$ cat src/rtl/asmseq_pkg.sv
// Shared device codes, sequencer states and helper functions for the
// static memory sequencer. Assumes a 3-bit device code.
package asmseq_pkg;

    localparam logic [2:0] DEV_PLAIN  = 3'b000;
    localparam logic [2:0] DEV_SRAM   = 3'b001;
    localparam logic [2:0] DEV_GRP4   = 3'b010;
    localparam logic [2:0] DEV_GRP8   = 3'b011;

    typedef enum logic [2:0] {
        ST_IDLE,
        ST_LEAD,
        ST_READ,
        ST_WRITE,
        ST_TAIL
    } seq_state_e;

    // True for the four codes the sequencer knows how to drive.
    function automatic logic dev_supported(input logic [2:0] code);
        return code <= DEV_GRP8;
    endfunction

    // True for the codes whose reads may use short in-group beats.
    function automatic logic dev_grouped(input logic [2:0] code);
        return (code == DEV_GRP4) || (code == DEV_GRP8);
    endfunction

    // Mask of word-address bits that may change inside one group.
    function automatic logic [2:0] dev_group_mask(input logic [2:0] code);
        return (code == DEV_GRP8) ? 3'b111 : 3'b011;
    endfunction

endpackage

$ cat src/rtl/asmseq_timer.sv
// Beat timer: a down counter that is loaded with a delay value and
// reports expiry when it reaches zero. A loaded value D gives a beat
// of D+1 clocks. Assumes load has priority over counting.
module asmseq_timer #(
    parameter int W = 4
) (
    input  logic         clk,
    input  logic         rst_n,
    input  logic         load,
    input  logic [W-1:0] load_val,
    output logic         expired
);

    logic [W-1:0] cnt_q;

    // Load a new delay or count down towards zero.
    always_ff @(posedge clk) begin
        if (!rst_n) begin
            cnt_q <= '0;
        end else if (load) begin
            cnt_q <= load_val;
        end else if (cnt_q != '0) begin
            cnt_q <= cnt_q - 1'b1;
        end
    end

    assign expired = (cnt_q == '0);

endmodule

$ cat src/rtl/asmseq_addr.sv
// Word-address register for the memory bus. It loads a start address,
// steps by one per beat, and flags when the next address starts a new
// aligned group under the given mask. Assumes AW >= 3.
module asmseq_addr #(
    parameter int AW = 20
) (
    input  logic          clk,
    input  logic          rst_n,
    input  logic          load,
    input  logic [AW-1:0] load_val,
    input  logic          step,
    input  logic [2:0]    grp_mask,
    output logic [AW-1:0] addr,
    output logic          next_at_start
);

    logic [AW-1:0] addr_q;
    logic [AW-1:0] addr_inc;

    // Next sequential word address and group-start detection.
    always_comb begin
        addr_inc      = addr_q + 1'b1;
        next_at_start = ((addr_inc[2:0] & grp_mask) == 3'b000);
    end

    // Hold, load or advance the bus address.
    always_ff @(posedge clk) begin
        if (!rst_n) begin
            addr_q <= '0;
        end else if (load) begin
            addr_q <= load_val;
        end else if (step) begin
            addr_q <= addr_inc;
        end
    end

    assign addr = addr_q;

endmodule

$ cat src/rtl/asmseq_capture.sv
// Read-data capture: samples the memory data bus when told to and
// presents it with a one-clock valid strobe in the following clock.
module asmseq_capture #(
    parameter int DW = 32
) (
    input  logic          clk,
    input  logic          rst_n,
    input  logic          cap,
    input  logic [DW-1:0] din,
    output logic [DW-1:0] data,
    output logic          valid
);

    // Register the sampled word and its strobe.
    always_ff @(posedge clk) begin
        if (!rst_n) begin
            data  <= '0;
            valid <= 1'b0;
        end else begin
            valid <= cap;
            if (cap) begin
                data <= din;
            end
        end
    end

endmodule

$ cat src/rtl/static_mem_seq.sv
// Asynchronous static memory timing sequencer for one bank.
// It accepts a request, asserts chip select for one lead clock, runs
// read beats or a single write beat, and then gives one tail clock
// before it releases chip select and acknowledges. Assumptions: the
// requester holds req_valid until it sees req_ack, and the memory
// drives mem_din in time for the last clock of each read beat.
module static_mem_seq
    import asmseq_pkg::*;
#(
    parameter int AW   = 20,
    parameter int DW   = 32,
    parameter int DLYW = 4,
    parameter int LENW = 4
) (
    input  logic            clk,
    input  logic            rst_n,
    input  logic [2:0]      cfg_type,
    input  logic [DLYW-1:0] cfg_first_dly,
    input  logic [DLYW-1:0] cfg_next_dly,
    input  logic            req_valid,
    input  logic            req_write,
    input  logic [AW-1:0]   req_addr,
    input  logic [LENW-1:0] req_len,
    input  logic [DW-1:0]   req_wdata,
    output logic            req_ack,
    output logic [DW-1:0]   rd_data,
    output logic            rd_valid,
    output logic            mem_ncs,
    output logic            mem_noe,
    output logic            mem_nwe,
    output logic [AW-1:0]   mem_addr,
    output logic [DW-1:0]   mem_dout,
    input  logic [DW-1:0]   mem_din
);

    localparam logic [LENW-1:0] LEN_ZERO = '0;

    seq_state_e      state_q;
    logic            ncs_q, noe_q, nwe_q, ack_q, wr_q;
    logic [2:0]      typ_q;
    logic [DLYW-1:0] first_q, next_q;
    logic [AW-1:0]   start_q;
    logic [DW-1:0]   wdata_q;
    logic [LENW-1:0] left_q;

    logic            tmr_load, tmr_expired;
    logic [DLYW-1:0] tmr_val;
    logic            ag_load, ag_step, ag_next_start;
    logic [2:0]      grp_mask;
    logic            cap;
    logic            take_req;

    assign grp_mask = dev_group_mask(typ_q);
    assign take_req = (state_q == ST_IDLE) && req_valid && !ack_q;

    // Beat timer shared by read and write beats.
    asmseq_timer #(.W(DLYW)) u_timer (
        .clk      (clk),
        .rst_n    (rst_n),
        .load     (tmr_load),
        .load_val (tmr_val),
        .expired  (tmr_expired)
    );

    // Bus address register with group-start detection.
    asmseq_addr #(.AW(AW)) u_addr (
        .clk           (clk),
        .rst_n         (rst_n),
        .load          (ag_load),
        .load_val      (start_q),
        .step          (ag_step),
        .grp_mask      (grp_mask),
        .addr          (mem_addr),
        .next_at_start (ag_next_start)
    );

    // Read data capture at the end of each beat.
    asmseq_capture #(.DW(DW)) u_cap (
        .clk   (clk),
        .rst_n (rst_n),
        .cap   (cap),
        .din   (mem_din),
        .data  (rd_data),
        .valid (rd_valid)
    );

    // Per-state timer loads, address moves and capture strobes.
    always_comb begin
        tmr_load = 1'b0;
        tmr_val  = first_q;
        ag_load  = 1'b0;
        ag_step  = 1'b0;
        cap      = 1'b0;
        case (state_q)
            ST_LEAD: begin
                tmr_load = 1'b1;
                ag_load  = 1'b1;
                if (wr_q && (typ_q == DEV_SRAM)) begin
                    tmr_val = next_q;
                end
            end
            ST_READ: begin
                if (tmr_expired) begin
                    cap = 1'b1;
                    if (left_q != LEN_ZERO) begin
                        ag_step  = 1'b1;
                        tmr_load = 1'b1;
                        if (dev_grouped(typ_q) && !ag_next_start) begin
                            tmr_val = next_q;
                        end
                    end
                end
            end
            default: begin
            end
        endcase
    end

    // Sequencer state, strobes, acknowledge and latched request.
    always_ff @(posedge clk) begin
        if (!rst_n) begin
            state_q <= ST_IDLE;
            ncs_q   <= 1'b1;
            noe_q   <= 1'b1;
            nwe_q   <= 1'b1;
            ack_q   <= 1'b0;
            wr_q    <= 1'b0;
            typ_q   <= DEV_PLAIN;
            first_q <= '0;
            next_q  <= '0;
            start_q <= '0;
            wdata_q <= '0;
            left_q  <= '0;
        end else begin
            ack_q <= 1'b0;
            case (state_q)
                ST_IDLE: begin
                    if (take_req) begin
                        if (dev_supported(cfg_type)) begin
                            ncs_q   <= 1'b0;
                            state_q <= ST_LEAD;
                            wr_q    <= req_write;
                            typ_q   <= cfg_type;
                            first_q <= cfg_first_dly;
                            next_q  <= cfg_next_dly;
                            start_q <= req_addr;
                            wdata_q <= req_wdata;
                            left_q  <= req_write ? LEN_ZERO : req_len;
                        end else begin
                            ack_q <= 1'b1;
                        end
                    end
                end
                ST_LEAD: begin
                    if (wr_q) begin
                        nwe_q   <= 1'b0;
                        state_q <= ST_WRITE;
                    end else begin
                        noe_q   <= 1'b0;
                        state_q <= ST_READ;
                    end
                end
                ST_READ: begin
                    if (tmr_expired) begin
                        if (left_q == LEN_ZERO) begin
                            noe_q   <= 1'b1;
                            state_q <= ST_TAIL;
                        end else begin
                            left_q <= left_q - 1'b1;
                        end
                    end
                end
                ST_WRITE: begin
                    if (tmr_expired) begin
                        nwe_q   <= 1'b1;
                        state_q <= ST_TAIL;
                    end
                end
                ST_TAIL: begin
                    ncs_q   <= 1'b1;
                    ack_q   <= 1'b1;
                    state_q <= ST_IDLE;
                end
                default: begin
                    state_q <= ST_IDLE;
                end
            endcase
        end
    end

    assign mem_ncs  = ncs_q;
    assign mem_noe  = noe_q;
    assign mem_nwe  = nwe_q;
    assign mem_dout = wdata_q;
    assign req_ack  = ack_q;

    // an unsupported code never opens the bank, and it is acknowledged.
    a_r2_unsupported_no_cs: assert property (@(posedge clk) disable iff (!rst_n)
        (take_req && !dev_supported(cfg_type)) |=> (mem_ncs && req_ack));

    // strobes only inside chip select.
    a_r3_strobe_inside_cs: assert property (@(posedge clk) disable iff (!rst_n)
        (!mem_noe || !mem_nwe) |-> !mem_ncs);

    // one lead clock before the first strobe.
    a_r3_cs_lead: assert property (@(posedge clk) disable iff (!rst_n)
        $fell(mem_ncs) |=> (!mem_noe || !mem_nwe));

    // one tail clock after the last strobe.
    a_r3_cs_tail: assert property (@(posedge clk) disable iff (!rst_n)
        ($rose(mem_noe) || $rose(mem_nwe)) |=> $rose(mem_ncs));

    // the acknowledge comes with the chip select release and lasts one clock.
    a_r3_ack_with_release: assert property (@(posedge clk) disable iff (!rst_n)
        $rose(mem_ncs) |-> req_ack);
    a_r3_ack_single: assert property (@(posedge clk) disable iff (!rst_n)
        req_ack |=> !req_ack);

    // output enable and write enable are never low together.
    a_r4_strobe_exclusive: assert property (@(posedge clk) disable iff (!rst_n)
        !(!mem_noe && !mem_nwe));

    // an address step inside a read returns the previous beat's data.
    a_r4_step_returns_data: assert property (@(posedge clk) disable iff (!rst_n)
        (!mem_noe && $past(!mem_noe) && !$stable(mem_addr)) |-> rd_valid);

    // address and data are held while write enable is low and during recovery.
    a_r10_write_hold: assert property (@(posedge clk) disable iff (!rst_n)
        ($past(!mem_nwe)) |-> ($stable(mem_addr) && $stable(mem_dout)));

endmodule

$ cat config.mk
export PLATFORM = sky130hd
export DESIGN_NAME = static_mem_seq
export DESIGN_NICKNAME = d
export VERILOG_FILES = /design/src/rtl/asmseq_pkg.sv /design/src/rtl/asmseq_timer.sv /design/src/rtl/asmseq_addr.sv /design/src/rtl/asmseq_capture.sv /design/src/rtl/static_mem_seq.sv
export SDC_FILE = /design/constraint.sdc
export NUM_CORES = 1
export LEC_CHECK = 0
export ABC_AREA = 0
export BUFFER_PORTS_ARGS = -buffer_cell sky130_fd_sc_hd__buf_2
export CORE_ASPECT_RATIO = 1.2
export CORE_MARGIN = 2
export CORE_UTILIZATION = 45
export CTS_CLUSTER_SIZE = 40
export DETAILED_ROUTE_END_ITERATION = 12
export PLACE_DENSITY_LB_ADDON = 0.3
export SYNTH_ARGS = -nofsm -noshare
export SYNTH_HDL_FRONTEND = slang
export SYNTH_SLANG_ARGS = --single-unit
$ cat constraint.sdc
create_clock -name clk -period 2.4 [get_ports clk]
set_clock_uncertainty 0.05 [all_clocks]
set_input_delay 0.48 -clock clk [delete_from_list [all_inputs] [get_ports clk]]
set_output_delay 0.48 -clock clk [all_outputs]
set_load 0.02 [all_outputs]
## After elaboration in Yosys (flattened, before gate mapping)

Index checks and enable logic that the tools add are counted.

| operators by class | value |
|---|---|
| bitwise operators | 1 |
| eq/ne operators | 15 |
| $lt $le $gt $ge | 1 |
| add/subtract/negate cells | 3 |
| reductions and logical operators | 25 |
| muxes and demuxes | 43 |

Operator list:

| operator | number |
|---|---|
| 4-bit two-way mux | 11 |
| 20-bit two-way mux | 2 |
| 20-bit by 1-bit adder with 20-bit output (second input constant) | 1 |
| 3-bit two-way mux | 6 |
| 1-bit two-way mux | 16 |
| 4-bit case mux with 2 select lines | 2 |
| 2-bit != test (second input constant) | 7 |
| 3-bit by 2-bit == test with 1-bit output (second input constant) | 4 |
| 3-bit case mux with 4 select lines | 1 |
| 2-bit nonzero test | 6 |
| 1-bit case mux with 2 select lines | 5 |
| 5-bit AND reduction | 2 |
| 3-bit AND reduction | 3 |
| 4-bit zero test | 2 |
| 4-bit nonzero test | 2 |
| 4-bit by 1-bit subtractor with 4-bit output (second input constant) | 2 |
| 3-bit by 1-bit == test with 1-bit output (second input constant) | 2 |
| 3-bit zero test | 2 |
| 1-bit logical AND | 4 |
| 4-bit AND reduction | 1 |
| 3-bit bitwise AND | 1 |
| 3-bit == test (second input constant) | 1 |
| 3-bit by 2-bit less-or-equal comparator with 1-bit output (second input constant) | 1 |
| 1-bit zero test | 2 |
| 2 further kinds | 2 |

| storage, ports and cells | value |
|---|---|
| input bits | 103 |
| flip-flop bits (word level) | 132 |

## Longest topological paths before layout

| logic depth | value |
|---|---|
| depth in word-level cells | 11 |
| gate-level depth with buffers | 9 |
| gate-level depth less buffers | 7 |

## Hierarchy

From an unflattened synthesis, not the netlist that was laid out.

| second synthesis, totals | value |
|---|---|
| cells, all modules | 639 |
| area, all modules | 5632.9 sq um |

By module, submodules not included:

| module | area each (sq um) | cells an instance | instances | sequential area each (sq um) |
|---|---|---|---|---|
| static_mem_seq | 2915.3 | 362 | 1 | 1501.4 |
| asmseq_capture | 1270.0 | 105 | 1 | 660.6 |
| asmseq_addr | 1217.4 | 149 | 1 | 400.4 |
| asmseq_timer | 230.2 | 23 | 1 | 80.1 |

## Least setup slack after synthesis

OpenSTA, ideal clock, no wires.

| timing path | value |
|---|---|
| path kind | reg2reg |
| start point | register u_timer.cnt_q[0] |
| end point | register u_addr.addr_q[13] (netlist: u_addr.addr[13]) |
| path slack | -142 ps |
| arrival time | 2361 ps |
| cell stages (with the launch flop) | 9 |
| required time | 2219 ps |
| period minus slack after synthesis | 2542 ps |
| buffers on the path | 1 |
| library setup time | 131 ps |
| cells stage by stage | dfxtp_1 inv_1 ha_1 or3b_1 clkbuf_1 or4_4 or4_1 xnor2_1 a21oi_1 |

| on the way | value |
|---|---|
| word-level cells in the longest chain between the ends | 4 |

Ends and longest elaborated chain:

| item | line | source |
|---|---|---|
| from (decl) | asmseq_timer.sv:14 | `logic [W-1:0] cnt_q;` |
| from (signal assigned) | asmseq_timer.sv:21 | `cnt_q <= load_val;` |
| from (signal assigned) | asmseq_timer.sv:23 | `cnt_q <= cnt_q - 1'b1;` |
| 4-bit zero test | asmseq_timer.sv:27 | `assign expired = (cnt_q == '0);` |
| 1-bit two-way mux | static_mem_seq.sv:103 | `if (tmr_expired) begin` |
| 1-bit two-way mux | static_mem_seq.sv:94 | `case (state_q)` |
| 2-bit nonzero test (no line) | n/a |  |
| to (signal assigned) | asmseq_addr.sv:31 | `addr_q <= load_val;` |
| to (signal assigned) | asmseq_addr.sv:33 | `addr_q <= addr_inc;` |
| to (decl) | asmseq_addr.sv:17 | `logic [AW-1:0] addr_q;` |

No other way between the ends.
A chain may end at the register's enable or synchronous reset.

## Worst setup path after layout

| timing path | value |
|---|---|
| start point | register u_timer.cnt_q[1] |
| end point | register u_addr.addr_q[13] (netlist: u_addr.addr[13]) |

The elaborated chain is that of the path after synthesis.

==> results.toml <==
[route]
routed_via_density = 5.08
dr.pass1.iters = 5
ant_nets = 0
num_vias = 5302
drt_iter0_drc = 338
drc = 0
wl_per_cell_um = 13.7
wl_um = 14300

[synth]
yosys_warnings = 0
syn-cell-area_um2 = 5530
synth_xor_area_share_pct = 0.951
synth.distinct_cells = 54
synthAdderAreaFrac_pct = 0.679
synth_top_family_by_area = "simple AND/OR/NAND/NOR gates"
ys_seq_area_share_pct = 47.8
yosys.area.top_type = "dfxtp_1"
yosys_most_used_dff = "dfxtp_1"
synth-simple-area-share_pct = 24.1
syn-instance-count = 686
synth_seq_cells = 132
synth_top_area_share_pct = 47.8
async_reset_ff_share_pct = 0
avgSynthCellArea_um2 = 8.05
muxShareOfSynthArea_pct = 1.54
synth_nets = 792
synth_edf_count = 0
synth-compound-area-share_pct = 21.0
synthTopCellsByArea = "dfxtp_1 48%, nand2_1 14%, a21boi_0 6.5%, a21oi_1 5.4%, clkbuf_1 3.2%"

[layout]
layout-drive-gt1-share_pct = 29.9
layout_common_cells = "207 x nand2_1, 191 x buf_2, 132 x dfxtp_1, 60 x a21oi_1, 48 x a21boi_0"
final_common_cell = "nand2_1"
antenna_cells = 0
area_growth_pct = 32.5
final_nets = 976

[clock_tree]
cts.clk_slew.worst_paths_ns = 0.06
cts_buffers = 17
cts_sinks = 132
clk_path_buf_depth = 2
cts_setup_buffers = 0
htree_levels = 4
cts-root-buf = "clkbuf_16"
cts_tree = "built"
clkLatencyLatePin_ns = 0.41

[critical_path]
path_class = "reg2reg"
crit_path_end_kind = "flop"
crit_fanout = 5
critPathLaunchType = "flop"
required_ns = 2.64
cp.arrival_ns = 2.52

[worst_hold_path]
hold_class = "in2reg"

[timing]
finalSetupViolCount = 0
grt_setup_unrepaired = "false"
finalHoldViolCount = 0
slew_headroom_pct = 65.4
slew_viol_final = 0
fmax_mhz = 439
fin_crit_ns = 2.28
tns_ns = 0
final.period_utilization_pct = 94.9
setup_slack_ns = 0.122
worstMarginPinSlew_ns = 0.516

[floorplanning]
die_area_um2 = 13200
die_height_um = 125
initial_utilization_pct = 45.8
rows = 44
ios = 192
die_w_um = 105
coreArea_um2 = 12100

[pwr]
leakagePower_nw = 3.08
irDropWorstVdd_mv = 0.495
cellPowerDensity_nw_per_um2 = 873

[placement]
dpl.hpwl_um = 9790
place.gp.congestion = 0.811
portBuffers = 191
dp_slack_ns = 0.131

[global_routing]
antenna_found_initial = 0
track_usage_pct = 22.3
grt_pass1_vias = 4964
grt_pass1_wl_um = 23900
grt_max_degree = 85
overflow = 0

[flow_run]
max_cap_violations = 0

[status]
status = "complete, no violations"
==> worst paths after layout <==
check | cells after the start | end | start | slack [ns]
setup / recovery | 7 | u_addr.addr[13] | u_timer.cnt_q[1] | 0.12
hold / removal | 3 | mem_dout[31] | req_wdata[31] | 0.26
setup reg to reg | 7 | u_addr.addr[13] | u_timer.cnt_q[1] | 0.12
hold reg to reg | 2 | u_cap.data[7] | u_cap.data[7] | 0.40
==> per-layer routing <==
metal  wire, um  vias up  global-route usage (%)
met5          0        -                       0
met4        173        0                    6.35
met3        834       12                    5.53
met2       6890      160                    37.1
met1       6350     2408                    28.8
li1           -     2722                       -
==> registers in the layout (all words and copies together), names as in the netlist, 3 cells and up <==
name           flops
typ_q              3
u_cap.data        32
next_q             4
state_q            3
left_q             4
first_q            4
u_addr.addr       20
start_q           20
u_timer.cnt_q      4
mem_dout          32
==> per-stage QoR <==
stage | instance area [um2] | utilization [%] | total power [W] | instances | hold slack, ns
floorplan | 5550 | - | 0.00349 | 686 | 0.383
finish | 7320 | 60.7 | 0.00639 | 1044 | 0.256
global route | 7320 | 60.7 | 0.00675 | 1044 | 0.249
global placement | 6740 | 55.9 | 0.00393 | 1012 | 0.389
detailed placement | 6740 | 55.9 | 0.00394 | 1012 | 0.393
CTS | 7320 | 60.7 | 0.00645 | 1044 | 0.243
==> power breakdown <==
part | internal (W) | total (W) | switching, W
clock network | 0.00155 | 0.00249 | 0.000941
logic | 0.000525 | 0.00136 | 0.000836
registers | 0.00240 | 0.00254 | 0.000141
total | 0.00447 | 0.00639 | 0.00192
==> area by class of cell <==
| type | count | area, um2 |
|---|---|---|
| Timing Repair Buffer | 214 | 1170 |
| Clock inverter | 13 | 135 |
| Sequential cell | 132 | 2640 |
| Tap cell | 161 | 201 |
| Multi-Input combinational cell | 497 | 2700 |
| Inverter | 8 | 30.0 |
| Fill cell | 1132 | 4730 |
| Clock buffer | 19 | 443 |
==> cell usage after synthesis (5+ instances only) <==
library cell	instances
nor2_1	20
nor3_1	9
nand2b_1	5
a21oi_1	60
nand4_1	9
a31oi_1	6
and3_1	5
a21boi_0	48
a21boi_1	15
dfxtp_1	132
clkbuf_1	47
inv_1	7
nand2_1	207
nand3_1	15
o21ai_0	21
nor3b_1	7
==> logic make-up (layout without fill, tap and decap cells) <==
kind of cell             after synthesis  count (layout)
adder cells (fa/ha/maj)                3               3
buffers and inverters                 57             254
AO/OA/AOI/OAI                        179             179
multiplexers                           8               8
AND/OR/NAND/NOR                      301             301
XOR/XNOR                               6               6
flip-flops                           132             132
==> critical path, cell delays in order, from the launching register on <==
cell     delay, ns
dfxtp_1       0.33
inv_2         0.07
ha_4          0.14
or3b_1        0.37
or4_4         0.53
or4_4         0.42
xnor2_1       0.16
a21oi_1       0.08
==> repair_timing <==
item                       in CTS  in global routing
resized for setup               0                  1
hold buffers                    0                  0
setup endpoints to repair       0                  1
Note: power is estimated with default switching activity, not from simulation.
